<file path="config.mk">
export PLATFORM = sky130hd
export DESIGN_NAME = wake_rst_keeper
export DESIGN_NICKNAME = d
export VERILOG_FILES = /design/src/rtl/wrk_pkg.sv /design/src/rtl/wrk_sync_edge.sv /design/src/rtl/wrk_stretch.sv /design/src/rtl/wrk_pend_bank.sv /design/src/rtl/wake_rst_keeper.sv
export SDC_FILE = /design/constraint.sdc
export NUM_CORES = 1
export LEC_CHECK = 0
export BUFFER_PORTS_ARGS = -buffer_cell sky130_fd_sc_hd__buf_2
export CAP_MARGIN = 0
export CORE_UTILIZATION = 57
export DETAILED_ROUTE_END_ITERATION = 6
export GPL_TIMING_DRIVEN = 0
export PLACE_DENSITY = 0.79
export SLEW_MARGIN = 20
export SYNTH_ARGS = -nofsm -noshare
export SYNTH_HDL_FRONTEND = slang
export SYNTH_SLANG_ARGS = --single-unit
</file>
<file path="constraint.sdc">
create_clock -name clk -period 5 [get_ports clk]
set_input_delay 0 -clock clk [delete_from_list [all_inputs] [get_ports clk]]
set_output_delay 0 -clock clk [all_outputs]
set_load 0.1 [all_outputs]
</file>
<file path="src/rtl/wrk_pkg.sv">
package wrk_pkg;

   typedef enum logic [1:0] {
      PH_RUN     = 2'd0,
      PH_SLEEP   = 2'd1,
      PH_STRETCH = 2'd2
   } phase_t;

   localparam logic [1:0] SEL_MAIN_CLR = 2'd0;
   localparam logic [1:0] SEL_EXT_CLR  = 2'd1;
   localparam logic [1:0] SEL_STATUS   = 2'd2;
   localparam logic [1:0] SEL_PROT     = 2'd3;

endpackage

</file>
<file path="src/rtl/wrk_sync_edge.sv">
// Multi-stage synchroniser with rising-edge detection, one lane per input bit.
module wrk_sync_edge #(
   parameter int LANES  = 17,
   parameter int STAGES = 2
) (
   input  logic             clk,
   input  logic             rst_n,
   input  logic [LANES-1:0] din,
   output logic [LANES-1:0] rise
);

   localparam int DEPTH = STAGES + 1;

   generate
      if (STAGES < 2) begin : g_bad_stages
         $error("wrk_sync_edge: STAGES must be at least 2");
      end
      if (LANES < 1) begin : g_bad_lanes
         $error("wrk_sync_edge: LANES must be positive");
      end
   endgenerate

   for (genvar l = 0; l < LANES; l++) begin : g_lane
      logic [DEPTH-1:0] pipe;

      always_ff @(posedge clk or negedge rst_n) begin
         if (!rst_n) begin
            pipe <= '0;
         end else begin
            pipe <= {pipe[DEPTH-2:0], din[l]};
         end
      end

      // pipe[STAGES-1] is the last synchronised stage, pipe[STAGES] its delay
      assign rise[l] = pipe[STAGES-1] & ~pipe[STAGES];

      AST_NO_DOUBLE_RISE: assert property (@(posedge clk) disable iff (!rst_n)
         rise[l] |=> !rise[l]);
   end

endmodule

</file>
<file path="src/rtl/wrk_stretch.sv">
// Run / sleep / reset-stretch sequencer with the stretch counter.
module wrk_stretch
   import wrk_pkg::*;
#(
   parameter int RST_CYCLES = 65535
) (
   input  logic   clk,
   input  logic   rst_n,
   input  logic   sleep_req,
   input  logic   wake_any,
   output phase_t phase,
   output logic   stretch_start
);

   localparam int CW = (RST_CYCLES > 1) ? $clog2(RST_CYCLES) : 1;
   localparam logic [CW-1:0] LOAD = CW'(RST_CYCLES - 1);

   generate
      if (RST_CYCLES < 2) begin : g_bad_len
         $error("wrk_stretch: RST_CYCLES must be at least 2");
      end
   endgenerate

   phase_t        phase_q, phase_d;
   logic [CW-1:0] cnt_q, cnt_d;

   always_comb begin
      phase_d       = phase_q;
      cnt_d         = cnt_q;
      stretch_start = 1'b0;
      unique case (phase_q)
         PH_RUN: begin
            if (sleep_req) begin
               phase_d = PH_SLEEP;
            end
         end
         PH_SLEEP: begin
            if (wake_any) begin
               phase_d       = PH_STRETCH;
               cnt_d         = LOAD;
               stretch_start = 1'b1;
            end
         end
         PH_STRETCH: begin
            if (cnt_q == '0) begin
               phase_d = PH_RUN;
            end else begin
               cnt_d = cnt_q - 1'b1;
            end
         end
         default: begin
            phase_d = PH_RUN;
         end
      endcase
   end

   always_ff @(posedge clk or negedge rst_n) begin
      if (!rst_n) begin
         phase_q <= PH_RUN;
         cnt_q   <= '0;
      end else begin
         phase_q <= phase_d;
         cnt_q   <= cnt_d;
      end
   end

   assign phase = phase_q;

   AST_WAKE_TO_STRETCH: assert property (@(posedge clk) disable iff (!rst_n)
      (phase_q == PH_SLEEP && wake_any) |=> (phase_q == PH_STRETCH));
   AST_CNT_BOUND: assert property (@(posedge clk) disable iff (!rst_n)
      (phase_q == PH_STRETCH) |-> (cnt_q <= LOAD));
   AST_NO_SLEEP_IN_STRETCH: assert property (@(posedge clk) disable iff (!rst_n)
      (phase_q == PH_STRETCH) |=> (phase_q != PH_SLEEP));
   AST_RUN_STAYS_AWAKE: assert property (@(posedge clk) disable iff (!rst_n)
      (phase_q == PH_RUN && !sleep_req) |=> (phase_q == PH_RUN));

endmodule

</file>
<file path="src/rtl/wrk_pend_bank.sv">
// Bank of pending bits: set by unmasked rising edges, cleared by write-one.
module wrk_pend_bank #(
   parameter int WIDTH = 4
) (
   input  logic             clk,
   input  logic             rst_n,
   input  logic [WIDTH-1:0] rise,
   input  logic [WIDTH-1:0] mask,
   input  logic [WIDTH-1:0] clr,
   output logic [WIDTH-1:0] pend
);

   generate
      if (WIDTH < 1) begin : g_bad_width
         $error("wrk_pend_bank: WIDTH must be positive");
      end
   endgenerate

   for (genvar b = 0; b < WIDTH; b++) begin : g_bit
      logic hit;
      assign hit = rise[b] & ~mask[b];

      always_ff @(posedge clk or negedge rst_n) begin
         if (!rst_n) begin
            pend[b] <= 1'b0;
         end else if (hit) begin
            pend[b] <= 1'b1;
         end else if (clr[b]) begin
            pend[b] <= 1'b0;
         end
      end

      AST_MASKED_NO_SET: assert property (@(posedge clk) disable iff (!rst_n)
         (mask[b] && !pend[b]) |=> !pend[b]);
      AST_CLEAR_TAKES: assert property (@(posedge clk) disable iff (!rst_n)
         (clr[b] && !rise[b]) |=> !pend[b]);
   end

endmodule

</file>
<file path="src/rtl/wake_rst_keeper.sv">
// Always-on wake-up controller with reset stretcher and retained state.
module wake_rst_keeper
   import wrk_pkg::*;
#(
   parameter int N_LINES    = 16,
   parameter int N_MAIN     = 4,
   parameter int RST_CYCLES = 65535,
   parameter int SYNC_STG   = 2,
   parameter int GP_W       = 2,
   parameter int PROT_W     = 3
) (
   input  logic                      clk,
   input  logic                      ext_rst_n,
   input  logic                      sleep_req,
   input  logic [N_LINES-1:0]        wake_lines,
   input  logic [N_LINES-1:0]        wake_mask,
   input  logic                      rtc_alarm,
   input  logic                      wr_en,
   input  logic [1:0]                wr_sel,
   input  logic [N_LINES-1:0]        wr_data,
   output logic                      core_rst_n,
   output logic                      pwr_en,
   output logic [N_MAIN-1:0]         main_pend,
   output logic [N_LINES-N_MAIN-1:0] ext_pend,
   output logic                      wake_flag,
   output logic [GP_W-1:0]           gp_bits,
   output logic                      sdram_prot
);

   localparam int N_EXT = N_LINES - N_MAIN;
   localparam int N_SRC = N_LINES + 1;

   generate
      if (N_MAIN < 1 || N_EXT < 1) begin : g_bad_split
         $error("wake_rst_keeper: both pending banks need at least one line");
      end
      if (N_LINES < GP_W + 1 || N_LINES < PROT_W) begin : g_bad_data
         $error("wake_rst_keeper: write data too narrow for status fields");
      end
   endgenerate

   // ---------------- wake source synchronisation ----------------
   logic [N_SRC-1:0] rise_all;
   logic             wake_any;

   wrk_sync_edge #(.LANES(N_SRC), .STAGES(SYNC_STG)) u_sync (
      .clk   (clk),
      .rst_n (ext_rst_n),
      .din   ({rtc_alarm, wake_lines}),
      .rise  (rise_all)
   );

   assign wake_any = |rise_all;

   // ---------------- phase sequencer ----------------
   phase_t phase;
   logic   stretch_start;

   wrk_stretch #(.RST_CYCLES(RST_CYCLES)) u_seq (
      .clk           (clk),
      .rst_n         (ext_rst_n),
      .sleep_req     (sleep_req),
      .wake_any      (wake_any),
      .phase         (phase),
      .stretch_start (stretch_start)
   );

   assign core_rst_n = ext_rst_n & (phase == PH_RUN);
   assign pwr_en     = (phase != PH_SLEEP);

   // ---------------- write decode ----------------
   logic wr_main, wr_ext, wr_stat, wr_prot;

   always_comb begin
      wr_main = wr_en && (wr_sel == SEL_MAIN_CLR);
      wr_ext  = wr_en && (wr_sel == SEL_EXT_CLR);
      wr_stat = wr_en && (wr_sel == SEL_STATUS);
      wr_prot = wr_en && (wr_sel == SEL_PROT);
   end

   // ---------------- pending banks ----------------
   logic [N_MAIN-1:0] clr_main;
   logic [N_EXT-1:0]  clr_ext;

   assign clr_main = wr_main ? wr_data[N_MAIN-1:0]       : '0;
   assign clr_ext  = wr_ext  ? wr_data[N_LINES-1:N_MAIN] : '0;

   wrk_pend_bank #(.WIDTH(N_MAIN)) u_main_bank (
      .clk   (clk),
      .rst_n (ext_rst_n),
      .rise  (rise_all[N_MAIN-1:0]),
      .mask  (wake_mask[N_MAIN-1:0]),
      .clr   (clr_main),
      .pend  (main_pend)
   );

   wrk_pend_bank #(.WIDTH(N_EXT)) u_ext_bank (
      .clk   (clk),
      .rst_n (ext_rst_n),
      .rise  (rise_all[N_LINES-1:N_MAIN]),
      .mask  (wake_mask[N_LINES-1:N_MAIN]),
      .clr   (clr_ext),
      .pend  (ext_pend)
   );

   // ---------------- retained status ----------------
   logic [PROT_W-1:0] prot_field;

   always_ff @(posedge clk or negedge ext_rst_n) begin
      if (!ext_rst_n) begin
         wake_flag <= 1'b0;
      end else if (stretch_start) begin
         wake_flag <= 1'b1;
      end else if (wr_stat && wr_data[0]) begin
         wake_flag <= 1'b0;
      end
   end

   always_ff @(posedge clk or negedge ext_rst_n) begin
      if (!ext_rst_n) begin
         gp_bits <= '0;
      end else if (wr_stat) begin
         gp_bits <= wr_data[GP_W:1];
      end
   end

   always_ff @(posedge clk or negedge ext_rst_n) begin
      if (!ext_rst_n) begin
         prot_field <= '0;
      end else if (wr_prot) begin
         prot_field <= wr_data[PROT_W-1:0];
      end
   end

   assign sdram_prot = &prot_field;

   // ---------------- assertions ----------------
   AST_PWR_UP_IN_RESET: assert property (@(posedge clk) disable iff (!ext_rst_n)
      $rose(pwr_en) |-> !core_rst_n);
   AST_WAKE_FLAG_ON_POWER_UP: assert property (@(posedge clk) disable iff (!ext_rst_n)
      $rose(pwr_en) |-> wake_flag);
   AST_SLEEP_HOLDS_RESET: assert property (@(posedge clk) disable iff (!ext_rst_n)
      !pwr_en |-> !core_rst_n);
   AST_PROT_HOLD: assert property (@(posedge clk) disable iff (!ext_rst_n)
      !wr_prot |=> $stable(sdram_prot));
   AST_GP_HOLD: assert property (@(posedge clk) disable iff (!ext_rst_n)
      !wr_stat |=> $stable(gp_bits));

endmodule

</file>
== Word-level counts from Yosys, hierarchy flattened ==
Cells that the tools add are included.
Storage, ports and cells
  output and inout bits: 22
  RAM bits: 0
  memories kept: 0
  word-level logic and storage cells: 191
  bits in read-only memories: 0
  latch bits: 0
  register bits: 91
  input bits: 55
Cells by class
  multiplexer cells: 45
  add/subtract/negate cells: 1
  shift-type cells: 0
  bitwise gates (word level): 67
  $mul: 0
  eq/ne operators: 10
  order comparisons: 0
  reductions and logical operators: 30
  div/mod/pow operators: 0
Operators by type and width (count)
  2-to-1 mux 1 bit: 36
  nonzero test 2 bit: 18
  AND 1 bit: 34
  NOT 1 bit: 33
  2-to-1 mux 16 bit: 2
  one-hot mux 16 bit (2 select lines): 1
  OR reduction 17 bit: 1
  logical NOT 16 bit: 1
  subtractor 16 x 1 -> 16 bit (second input constant): 1
  2-to-1 mux 12 bit: 1
  AND reduction 3 bit: 3
  == test 2 bit (second input constant): 3
  2-to-1 mux 2 bit: 3
  != test 2 x 1 -> 1 bit (second input constant): 3
  one-hot mux 2 bit (3 select lines): 1
  logical AND 1 bit: 5
  == test 2 x 1 -> 1 bit (second input constant): 2
  logical NOT 2 bit: 2
  2-to-1 mux 4 bit: 1
  != test 2 bit (second input constant): 2

== Depth between registers and ports, before layout ==
  depth in word-level cells: 6
  mapped depth: 9
  gate-level depth less buffers: 8

== Cells and area by module ==
A second synthesis with hierarchy kept.
Unflattened totals
  cells, all modules: 284
  area, all modules: 3682.3 sq um
By module, submodules not included
  wrk_sync_edge: sequential area each 1276.2 sq um, cells each 68, instances 1, area an instance 1510.2 sq um
  wrk_stretch: sequential area each 450.4 sq um, cells each 108, instances 1, area an instance 1041.0 sq um
  wrk_pend_bank at u_ext_bank: sequential area each 300.3 sq um, cells each 48, instances 1, area an instance 540.5 sq um
  wake_rst_keeper: sequential area each 150.1 sq um, cells each 44, instances 1, area an instance 410.4 sq um
  wrk_pend_bank at u_main_bank: sequential area each 100.1 sq um, cells each 16, instances 1, area an instance 180.2 sq um

== Worst setup path after synthesis ==
OpenSTA, ideal clock, no wires.
  kind: reg2reg
  start: register u_seq.cnt_q[0]
  end: register u_seq.phase_q[0], in the netlist u_seq.phase[0]
  setup time: 128 ps
  path buffers: 1
  cell stages (with the launch flop): 10
  clock period less this slack: 1948 ps
  setup slack: 3052 ps
  data required time: 4872 ps
  arrival: 1820 ps
  cells stage by stage: dfrtp_1 -> inv_1 -> ha_1 -> nor4b_1 -> and4_1 -> nor2b_1 -> buf_2 -> a21o_1 -> nor2b_1 -> mux2_1
On the way
  cells in the longest elaborated chain, start to end: 3
RTL lines
  start: declaration: RTL line wrk_stretch.sv:25  | logic [CW-1:0] cnt_q, cnt_d;
  start signal: assignment: RTL line wrk_stretch.sv:63  | cnt_q <= cnt_d;
  logical NOT 16 bit: RTL line wrk_stretch.sv:45  | if (cnt_q == '0) begin
  != test 2 x 1 -> 1 bit (no line)
  AND reduction 3 bit (no line)
  end signal: assignment: RTL line wrk_stretch.sv:62  | phase_q <= phase_d;
  end: declaration: RTL line wrk_stretch.sv:24  | phase_t phase_q, phase_d;
No other way between the ends.
A chain may end at the register's enable or synchronous reset.

== Worst setup path after layout ==
Ends and elaborated chain as after synthesis.

==> qor.yml <==
synthesis:
  ys.flop_type: "dfrtp_1"
  async_reset_ff_share_pct: 100.0
  syn_nets: 352
  netlist.area_leader.share_pct: 65.28
  synth_area_leaders: "dfrtp_1 65%, nand2_1 4.4%, a22o_1 3.5%"
  synth_area_per_cell_um2: 11.95
  yosys_warnings: 0
  synthCells: 292
  ys_seq_area_share_pct: 65.28
  synth-seq-cells: 91
  yosysTopAreaCell: "dfrtp_1"
  ys_types: 39
  synth-edff-count: 0
  synth_area_um2: 3488
critical_path:
  crit_type: "reg2reg"
  crit_path_max_fanout: 8
  worstReg2RegStart: "u_seq.cnt_q[0]$_DFFE_PN0P_"
  worstSetupStartpointType: "flop"
  cp_cell_sequence: "inv_1 > ha_1 > nor4b_1 > and4_1 > nor2b_1 > buf_2 > a21o_1 > nor2b_1 > mux2_1"
  critPathLaunch: "u_seq.cnt_q[0]$_DFFE_PN0P_"
  required_ns: 5.23
  slowest_stage: "dfrtp_1"
  slowest_delay_ns: 0.38
  end_kind: "flop"
  cp.arrival_ns: 2.47
  path_common_cell: "nor2b_1"
routing:
  first_pass_iters: 4
  drt_iter0_drc: 178
  post_drt_via_cell_ratio: 5.347
  ant_nets: 0
  post-route-drc-count: 0
  vias: 2743
  wirelength_um: 7945
  wl_per_cell_um: 15.49
placed_design:
  dpl.hpwl_um: 4913
  dp_slack_ns: 2.794
  routabilityCongestion: 0.8444
  port_buffers: 76
  placed_cell_area_um2: 3985
pwr:
  leakage_nw: 2.154
  ir_drop_uv: 329.1
  total_power_w: 0.002181
  p_per_area_nw_per_um2: 463.9
finish:
  mostFrequentLayoutCell: "dfrtp_1"
  drive_gt1_share_pct: 24.20
  synthToLayoutAreaGrowth_pct: 34.76
  mostFrequentLayoutCells: "91 x dfrtp_1, 76 x buf_2, 53 x dlygate4sd3_1"
  nets: 493
  diodes: 0
  stdcell_area_um2: 4701
grt:
  track_usage_pct: 27.21
  overflow: 0
  grt_antenna_before_repair: 0
  grt_max_degree: 53
  grt_pass1_wl_um: 12810
  grt_pass1_vias: 2792
floorplanning:
  io_pins: 77
  die_w_um: 80.23
  dieArea_um2: 6437
  std_cell_rows: 28
  initial_core_util_pct: 58.92
  design.core.area_um2: 5921
  die_h_um: 80.23
clocking:
  post_cts_buffers: 0
  clk_pin_slew_ns: 0.09
  root_buffer: "clkbuf_8"
  cts.sinks: 91
  tritoncts: "built"
  htreeDepth: 3
  cts_buffers: 9
  clk_path_buf_depth: 2
  clk_latency_ns: 0.35
outcome:
  outcome: "complete, no violations"
timing:
  layout_setup_ws_ns: 2.761
  tightest_slew_ns: 0.6521
  slew_headroom_pct: 56.52
  fmax_ghz: 0.4466
  min_period_over_period_pct: 44.78
  maxSlewViolCount: 0
  min_period_ns: 2.239
  fin_setup_tns_ns: 0
  setup_viol: 0
  hold_viol_final: 0
  rsz0062_at_grt: "false"
  finClkSkew_ns: 0.01429
worst_hold_path:
  min-delay-path-class: "in2reg"
  min_from: "sleep_req"
job:
  maxCapViolCount: 0
## where the power goes
part | switching [W] | internal [W] | total, W
sequential | 0.0000965 | 0.000843 | 0.000940
clock | 0.000261 | 0.000187 | 0.000448
combinational | 0.000539 | 0.000255 | 0.000794
total | 0.000896 | 0.00129 | 0.00218
## state kept, by name, indices dropped and copies added, names as in the netlist
name                count
u_sync.g_lane.pipe     51
u_seq.cnt_q            16
u_ext_bank.pend        12
u_main_bank.pend        4
prot_field              3
gp_bits                 2
u_seq.phase             2
wake_flag               1
## routing by layer
layer | track usage, % | share of wire (%) | up-vias
met5 | 0 | 0 | -
met4 | 12.32 | 2.3 | 0
met3 | 4.886 | 5.4 | 16
met2 | 48.29 | 52 | 95
met1 | 32.10 | 40 | 1329
li1 | - | - | 1303
## through the flow
| step | hold slack [ns] | std cells | utilization [%] |
|---|---|---|---|
| floorplan | -0.2956 | 292 | - |
| global placement | 0.1073 | 443 | 66.93 |
| detailed placement | 0.06999 | 444 | 67.31 |
| CTS | 0.1055 | 513 | 79.40 |
| global route | 0.1261 | 513 | 79.40 |
| finish | 0.1192 | 513 | 79.40 |
## kinds of logic after synthesis
| logic type | Yosys count | synth area share [%] |
|---|---|---|
| and+or+nand+nor | 118 | 18.22 |
| DFF | 91 | 65.28 |
| AOI/OAI and AO/OA | 50 | 9.757 |
| buffers and inverters | 21 | 2.726 |
| muxes | 7 | 2.224 |
| adders and majority gates | 5 | 1.793 |
## final timing paths
kind | end | slack, ns | depth (start not counted)
setup / recovery | u_seq.phase[0]$_DFFE_PN0P_ | 2.76 | 9
hold / removal | u_seq.phase[1]$_DFFE_PN0P_ | 0.12 | 4
setup reg to reg | u_seq.phase[0]$_DFFE_PN0P_ | 2.76 | 9
hold reg to reg | u_sync.g_lane[14].pipe[1]$_DFF_PN0_ | 0.35 | 0
max in group asynchronous | u_seq.cnt_q[1]$_DFFE_PN0P_ | 4.14 | 3
min in group asynchronous | u_sync.g_lane[6].pipe[0]$_DFF_PN0_ | 0.21 | 2
## cell type report
| cell class | count | area, µm² |
|---|---|---|
| Sequential cell | 91 | 2277 |
| Fill cell | 334 | 1220 |
| Multi-Input combinational cell | 180 | 1116 |
| Timing Repair Buffer | 130 | 933.4 |
| Clock buffer | 9 | 123.9 |
| Tap cell | 75 | 93.84 |
| Clock inverter | 7 | 61.31 |
| Buffer | 9 | 50.05 |
| Inverter | 12 | 45.04 |
## synthesized netlist by cell type, types with 2 or more instances
| library cell | n |
|---|---|
| nor3_1 | 6 |
| or3_1 | 4 |
| buf_6 | 2 |
| and3_1 | 3 |
| mux2_2 | 5 |
| or4_1 | 2 |
| a21oi_1 | 12 |
| nand3_1 | 5 |
| nand2b_1 | 16 |
| nand2_1 | 41 |
| a31oi_1 | 3 |
| nor4_1 | 4 |
| dfrtp_1 | 91 |
| and2_1 | 3 |
| o21ai_0 | 16 |
| clkbuf_1 | 6 |
| a22o_1 | 14 |
| nand4_1 | 13 |
| ha_1 | 5 |
| inv_1 | 12 |
| nor2_1 | 7 |
| nor2b_1 | 5 |
## worst max-delay path: cells and delay by family (launching register included)
family,cells,cell delay [ns]
AO/OA/AOI/OAI,1,0.19
multiplexers,1,0.32
adder cells (fa/ha/maj),1,0.25
flip-flops,1,0.38
AND/OR/NAND/NOR,4,0.72
buffers and inverters,2,0.27
## what timing repair did
action | CTS | global route
endpoints found under the hold margin | 88 | 0
setup endpoints to repair | 0 | 0
gates resized for setup | 0 | 0
hold buffers | 53 | 0
Power figures use the tool's default switching activity.
